$ cat config.mk
export PLATFORM = sky130hd
export DESIGN_NAME = upsample_fill
export DESIGN_NICKNAME = d
export VERILOG_FILES = /design/src/rtl/ups_pkg.sv /design/src/rtl/ups_ctrl.sv /design/src/rtl/ups_datapath.sv /design/src/rtl/upsample_fill.sv
export SDC_FILE = /design/constraint.sdc
export NUM_CORES = 1
export LEC_CHECK = 0
export ABC_AREA = 1
export BUFFER_PORTS_ARGS = -buffer_cell sky130_fd_sc_hd__buf_2
export CORE_MARGIN = 2
export CORE_UTILIZATION = 35
export CTS_BUF_LIST = sky130_fd_sc_hd__clkbuf_4 sky130_fd_sc_hd__clkbuf_8
export CTS_CLUSTER_SIZE = 28
export DETAILED_ROUTE_END_ITERATION = 10
export PLACE_DENSITY = 0.64
export SYNTH_ARGS = -nofsm -noshare
export SYNTH_HDL_FRONTEND = slang
export SYNTH_SLANG_ARGS = --single-unit
$ cat constraint.sdc
create_clock -name clk -period 2.7 [get_ports clk]
set_clock_uncertainty 0.05 [all_clocks]
set_input_delay 0.135 -clock clk [delete_from_list [all_inputs] [get_ports clk]]
set_output_delay 0.135 -clock clk [all_outputs]
set_load 0.05 [all_outputs]
$ cat src/rtl/ups_pkg.sv
package ups_pkg;

  // Strobes from the frame controller to the datapath
  typedef struct packed {
    logic loadEn;      // accept cycle: last phase of the frame
    logic takeSample;  // accept cycle with a valid input
    logic holdSel;     // fill mode latched for the current frame
  } ups_strobe_t;

endpackage

$ cat src/rtl/ups_ctrl.sv
module ups_ctrl
  import ups_pkg::*;
#(
  parameter int FACTOR = 4
) (
  input  logic        clk,
  input  logic        rst,
  input  logic        modeHold,
  input  logic        inValid,
  output ups_strobe_t strobes,
  output logic        errFlag
);

  localparam int PW = (FACTOR > 1) ? $clog2(FACTOR) : 1;
  localparam logic [PW-1:0] LAST = PW'(FACTOR - 1);

  logic [PW-1:0] phase;
  logic          loadEn;
  logic          holdSel;

  assign loadEn = (phase == LAST);

  always_ff @(posedge clk) begin
    if (rst) phase <= '0;
    else     phase <= loadEn ? '0 : phase + 1'b1;
  end

  // mode is captured together with the sample, once per frame
  always_ff @(posedge clk) begin
    if (rst)         holdSel <= 1'b0;
    else if (loadEn) holdSel <= modeHold;
  end

  always_ff @(posedge clk) begin
    if (rst)                      errFlag <= 1'b0;
    else if (inValid && !loadEn)  errFlag <= 1'b1;
  end

  assign strobes = '{loadEn: loadEn, takeSample: loadEn & inValid, holdSel: holdSel};


  phase_range_chk: assert property (@(posedge clk) disable iff (rst) phase <= LAST);

  phase_wrap_chk: assert property (@(posedge clk) disable iff (rst) loadEn |=> (phase == '0));

  mode_latch_chk: assert property (@(posedge clk) disable iff (rst) !loadEn |=> $stable(holdSel));

  err_set_chk: assert property (@(posedge clk) disable iff (rst) (inValid && !loadEn) |=> errFlag);

  err_sticky_chk: assert property (@(posedge clk) disable iff (rst) errFlag |=> errFlag);

endmodule

$ cat src/rtl/ups_datapath.sv
module ups_datapath
  import ups_pkg::*;
#(
  parameter int WIDTH = 8
) (
  input  logic                    clk,
  input  logic                    rst,
  input  ups_strobe_t             strobes,
  input  logic signed [WIDTH-1:0] inData,
  output logic signed [WIDTH-1:0] outData,
  output logic                    outValid
);

  // The output register doubles as the hold store for the frame
  always_ff @(posedge clk) begin
    if (rst) begin
      outData  <= '0;
      outValid <= 1'b0;
    end else begin
      if (strobes.loadEn)
        outData <= strobes.takeSample ? inData : '0;
      else if (!strobes.holdSel)
        outData <= '0;
      if (strobes.takeSample)
        outValid <= 1'b1;
    end
  end


  load_chk: assert property (@(posedge clk) disable iff (rst)
    strobes.takeSample |=> (outData == $past(inData)));

  zero_fill_chk: assert property (@(posedge clk) disable iff (rst)
    (!strobes.loadEn && !strobes.holdSel) |=> (outData == '0));

  hold_fill_chk: assert property (@(posedge clk) disable iff (rst)
    (!strobes.loadEn && strobes.holdSel) |=> $stable(outData));

  missing_sample_chk: assert property (@(posedge clk) disable iff (rst)
    (strobes.loadEn && !strobes.takeSample) |=> (outData == '0));

  valid_sticky_chk: assert property (@(posedge clk) disable iff (rst)
    outValid |=> outValid);

endmodule

$ cat src/rtl/upsample_fill.sv
module upsample_fill
  import ups_pkg::*;
#(
  parameter int FACTOR = 4,
  parameter int WIDTH  = 8
) (
  input  logic                    clk,
  input  logic                    rst,
  input  logic                    modeHold,
  input  logic                    inValid,
  input  logic signed [WIDTH-1:0] inData,
  output logic signed [WIDTH-1:0] outData,
  output logic                    outValid,
  output logic                    errFlag
);

  ups_strobe_t strobes;

  ups_ctrl #(.FACTOR(FACTOR)) u_ctrl (
    .clk      (clk),
    .rst      (rst),
    .modeHold (modeHold),
    .inValid  (inValid),
    .strobes  (strobes),
    .errFlag  (errFlag)
  );

  ups_datapath #(.WIDTH(WIDTH)) u_dp (
    .clk      (clk),
    .rst      (rst),
    .strobes  (strobes),
    .inData   (inData),
    .outData  (outData),
    .outValid (outValid)
  );

endmodule

==> impl_metrics.ini, run 1 <==
[global_route]
antenna_found_initial = 0
grt.total_usage_pct = 14.8
grt_max_degree = 13
grt_pass1_wl_mm = 1.61
grt_overflow = 0
grt_pass1_vias = 367

[final_layout]
seq_area_um2 = 260
diodes = 0
fill_cells = 137
final_common_cell = buf_2
drive_above_1_share_pct = 34.7
fin_area_um2 = 598
final_nets = 89
multiInputGateArea_um2 = 176
syn_to_final_growth_pct = 25.5
final_cell_mix = buf_2 (21), nand3_1 (16), dfxtp_1 (13)
fin_cells = 90

[clock_network]
clock_path_buffers = 2
postCtsSetupBuffers = 0
cts_max_level = 1
cts.repair.resized = 0
cts_root_buf = clkbuf_4
cts_hold_buf = 0
tritoncts = yes
clk-insertion-delay-late_ps = 260
cts.sinks = 13
cts_made_buffers = 3
clkTransAtPathRegs_ps = 70

[worst_setup_path]
critPathSlowestCell = ha_1
path_class = flip-flop to flip-flop
slowest_delay_ps = 400
r2r_slack_ps = 1430
r2r.worst_path.cells = 4
cp.depth = 4
cp-end-kind = flip-flop
cp_top_family = adder cells
cp.required_ps = 2810
crit_fanout = 12
cp.arrival_ps = 1380
crit_chain = ha_1, inv_2, a21oi_1, nor2_1
path_buf_inv = 1
startpoint = u_ctrl.phase[0]
critPathLaunchType = flip-flop
regToRegStartpoint = u_ctrl.phase[0]

[route]
dr.pass1.iters = 4
drc = 0
wl_um = 990
avgRoutedWirePerCell_um = 11.0
m1WireLength_um = 480
num_vias = 427
drt-initial-drc-count = 9
vias_per_cell = 4.74
wl_met3_um = 90
topRoutingLayerUsed = met3
met2_length_um = 419
ant_nets = 0

[worst_hold_path]
min-delay-path-class = input pin to flip-flop
min_from = modeHold
holdPathStages = 3

[status]
status = finished clean

[yosys]
synth_compound_area_share_pct = 11.5
yosysUniqueCellTypes = 11
synth_top_family_by_area = simple AND/OR/NAND/NOR gates
syn_area_um2 = 477
synthXorXnorAreaFrac_pct = 0
synth-seq-cells = 13
synthAdderAreaFrac_pct = 2.62
yosysWarnings = 0
ys_seq_area_share_pct = 54.6
synth_nets = 67
synth.area.mux_share_pct = 0
syn_avg_cell_area_um2 = 8.83
synthCells = 54
synth-simple-area-share_pct = 22.8

[run]
max-cap-violations = 0

[floorplanning]
chipWidth_um = 40.9
num_io_pins = 22
core_um2 = 1280
rows = 13
die-area_um2 = 1670
initial_core_util_pct = 37.1
die_h_um = 40.9

[power_and_ir_drop]
p_int_uw = 281
combPwrFrac_pct = 11.8
switching_share_pct = 24.6
clkPwrFrac_pct = 33.6
seqPwrFrac_pct = 54.7
power_density_nw_per_um2 = 622
peakVddDrop_mv = 0.224
p_total_uw = 372
p_leak_uw = 0.000266
switchingPower_uw = 91.5

[sta]
fmax_ghz = 0.788
setup_viol = 0
slew-limit-headroom_pct = 73.2
post-route-period-util_pct = 47.0
rsz0062_at_grt = false
drv_slew = 0
fin_crit_ps = 1270
hold_ws_ps = 79.0
fin_setup_tns_ps = 0
finalHoldViolCount = 0
tightest_slew_ps = 402

[placed_design]
place.gp.congestion = 0.648
port_buffers = 21
placed_cell_area_um2 = 568
dpl.cell_count = 86
dp_hpwl_um = 711
-- metrics by stage --
step | util [%] | setup slack [ps]
3_5_place_dp | 44.2 | 1440
3_3_place_gp | 44.2 | 1480
4_1_cts | 46.5 | 1440
6_report | 46.5 | 1430
2_1_floorplan | - | 1730
5_1_grt | 46.5 | 1300
-- sequential cells by signal, indices dropped and copies added (netlist names) --
register / count
u_ctrl.holdSel: 1
u_dp.outData: 8
u_ctrl.errFlag: 1
u_ctrl.phase: 2
u_dp.outValid: 1
-- cells by family (layout without fill, tap and decap cells) --
group	after synthesis	count (layout)
buf+inv	6	27
fa+ha+maj	1	1
flops	13	13
compound gates	11	11
simple gates	23	23
-- per-layer routing --
metal  GRT usage, %  vias up
met2           21.1       17
met5              0        -
met4           7.50        0
met3           4.89        0
li1               -      227
met1           19.5      183
-- power by group through the flow --
stage                     clock network (uW)  logic (uW)  registers (uW)
after global placement                     0        43.2             208
after CTS                                129        43.9             204
final                                    125        43.8             203
after global routing                     138        48.5             205
after detailed placement                   0        43.7             208
after floorplan                            0        22.9             217
-- tightest hold or removal path, cell delays in order --
cell and delay [ps]:
buf_2 100, nand2_1 40, a21oi_1 60
-- final cells by class --
class	count	area share [%]
Timing Repair Buffer	21	17.6
Multi-Input combinational cell	35	29.5
Tap cell	15	3.14
Clock buffer	4	5.02
Sequential cell	13	43.5
Inverter	2	1.26
-- synth_stat cells --
cell type  count  area, um2
nand3_1       16       80.1
dfxtp_1       13        260
a21oi_1       11       55.1
nor2_1         4       15.0
buf_2          2       10.0
buf_6          2       22.5
nand2_1        2       7.51
ha_1           1       12.5
inv_1          1       3.75
inv_2          1       3.75
or2_1          1       6.26
-- worst paths after layout --
kind | to
hold / removal | u_ctrl.holdSel
setup reg to reg | u_ctrl.errFlag
hold reg to reg | u_ctrl.phase[0]
setup / recovery | u_ctrl.errFlag
(Power assumes the default switching activity.)
==> inputs of run 2 (changes only) <==
ABC_AREA = 0   (was 1)
PLACE_DENSITY = 0.63   (was 0.64)
clock period = 1.3 ns   (was 2.7 ns; I/O delays follow)
==> run 2 against run 1 <==
Compared with the run above:
- utilization is 4.9 points higher
- largest power group unchanged
- synthesized cell count fell by 1.9%
- critical path type unchanged
- flip-flop and latch count did not move
==> impl_metrics.ini, run 2 <==
[floorplanning]
rows = 13
num_io_pins = 22
initial_core_util_pct = 38.4
chipWidth_um = 42.2
core_um2 = 1330
die_h_um = 42.2
die-area_um2 = 1780

[final_layout]
top_regs = u_dp.outData x8, u_ctrl.phase x2
top_register = u_dp.outData
fin_area_um2 = 686
final_common_cell = buf_2
final_nets = 93
diodes = 0
drive_above_1_share_pct = 43.0
final_cell_mix = buf_2 (21), nand2_1 (15), dfxtp_1 (13)
largest_register_ffs = 8
syn_to_final_growth_pct = 34.0

[route]
num_vias = 433
dr.pass1.iters = 2
drc = 0
drt-initial-drc-count = 3
wl_mm = 1.02
avgRoutedWirePerCell_um = 10.8
ant_nets = 0
vias_per_cell = 4.61

[yosys]
synth_nets = 66
synth.area.mux_share_pct = 1.96
yosysUniqueCellTypes = 15
synthCells = 53
synth-seq-cells = 13
syn_area_um2 = 512
synth-edff-count = 0
synthAdderAreaFrac_pct = 2.44
yosysMostFrequentCell = nand2_1
synthXorXnorAreaFrac_pct = 0
synthArstFlopShare_pct = 0
yosysWarnings = 0
syn_avg_cell_area_um2 = 9.66
synthFlopType = dfxtp_1
synth-simple-area-share_pct = 19.3
yosys.area.top_type = dfxtp_1
synth_compound_area_share_pct = 20.0
ys_seq_area_share_pct = 50.9
synth_top_family_by_area = compound AO/OA/AOI/OAI gates
synth_top_area_share_pct = 50.9
synthTopCellsByArea = dfxtp_1 (51%), o22ai_2 (17%), nand2_1 (11%), nor2_1 (2.9%), ha_1 (2.4%)
netlist_top_cells_count = nand2_1 (15), dfxtp_1 (13), o22ai_2 (7), nor2_1 (4)

[worst_setup_path]
cp.required_ps = 1440
crit_fanout = 10
crit_chain = ha_1, or2_4, o22ai_2
reg2reg_to = u_dp.outData[0]
critPathLaunchType = flip-flop
cp-end-kind = flip-flop
slowest_delay_ps = 320
startpoint = u_ctrl.phase[0]
critPathSlowestCell = dfxtp_1
r2r.worst_path.cells = 3
cp.arrival_ps = 1290
regToRegStartpoint = u_ctrl.phase[0]
path_class = flip-flop to flip-flop
endpoint = u_dp.outData[0]
r2r_slack_ps = 150

[clock_network]
cts.sinks = 13
cts_max_level = 1
clock_path_buffers = 2
postCtsSetupBuffers = 0
cts_made_buffers = 3
clk-insertion-delay-late_ps = 270
cts_root_buf = clkbuf_4
tritoncts = yes
clkTransAtPathRegs_ps = 80

[placed_design]
place.gp.congestion = 0.664
port_buffers = 21
placed_cell_area_um2 = 623
dp_hpwl_um = 713

[global_route]
grt_overflow = 0
grt.total_usage_pct = 12.1
antenna_found_initial = 0
grt_pass1_vias = 404
grt_max_degree = 12
grt_pass1_wl_mm = 1.65

[sta]
fin_crit_ps = 1150
fmax_ghz = 0.872
finalHoldViolCount = 0
drv_slew = 0
fin_setup_tns_ps = 0
setup_viol = 0
post-route-period-util_pct = 88.2
rsz0062_at_grt = false
tightest_slew_ps = 425
slew-limit-headroom_pct = 71.7

[worst_hold_path]
min_from = inData[3]
min-delay-path-class = input pin to flip-flop

[power_and_ir_drop]
p_total_uw = 801
p_leak_uw = 0.000302
peakVddDrop_mv = 0.617
power_density_nw_per_um2 = 1170

[run]
max-cap-violations = 0

[status]
status = finished clean
==> run 2: cell types whose count changed after synthesis, moves of 2 or more <==
cell / before / now
nand2b_1: 0 / 2
nand2_1: 2 / 15
nand3_1: 16 / 0
o22ai_2: 0 / 7
a21oi_1: 11 / 2
==> run 2: final cells by class <==
type / instances / area (um2)
Clock buffer: 4 / 30.0
Sequential cell: 13 / 260
Fill cell: 138 / 648
Inverter: 2 / 7.51
Tap cell: 15 / 18.8
Timing Repair Buffer: 25 / 143
Multi-Input combinational cell: 35 / 226
==> run 2: through the flow <==
step                hold slack [ps]  cells  setup WS [ps]  utilization, %
floorplan                      84.1     53            174               -
global placement                249     87           60.4            46.7
detailed placement              240     87           41.9            46.7
CTS                            1.42     94           24.3            51.2
global route                   13.0     94            102            51.4
finish                         8.39     94            154            51.4
==> run 2: layer usage <==
layer	vias up	track usage (%)	wire length, um
met5	-	0	0
met4	0	7.50	5
met3	2	2.59	70
met2	15	19.7	477
met1	188	14.4	466
li1	228	-	-
==> run 2: worst min-delay path by stage <==
stage	end	slack, ps	cells past startpoint
after detailed placement	u_ctrl.errFlag	240	2
after CTS	u_dp.outData[3]	1	3
after global placement	u_ctrl.errFlag	250	2
final	u_dp.outData[3]	8	3
after global routing	u_dp.outData[4]	10	3
after floorplan	u_ctrl.errFlag	80	1
==> run 2: what timing repair did <==
item                       in CTS  in global routing
hold endpoints to repair        4                  0
hold buffers                    3                  0
resized for setup               0                  2
setup endpoints to repair       0                  8
==> run 2: worst max-delay path: cells and delay by family (launching register included) <==
| family | cells | cell delay [ps] |
|---|---|---|
| DFF | 1 | 320 |
| adders and majority gates | 1 | 210 |
| AOI/OAI and AO/OA | 1 | 180 |
| and+or+nand+nor | 1 | 320 |
==> run 2: kinds of logic (layout without fill, tap and decap cells) <==
family	count (synthesis)	after routing
mux	1	1
fa+ha+maj	1	1
flops	13	13
simple gates	23	23
compound gates	10	10
buf+inv	5	31
==> run 2: report_power, final <==
group	switching, uW	total, uW	internal [uW]	leakage, uW
sequential	8.91	423	414	0.000106
clock	126	266	140	0.0000184
combinational	67.5	113	45.1	0.000178
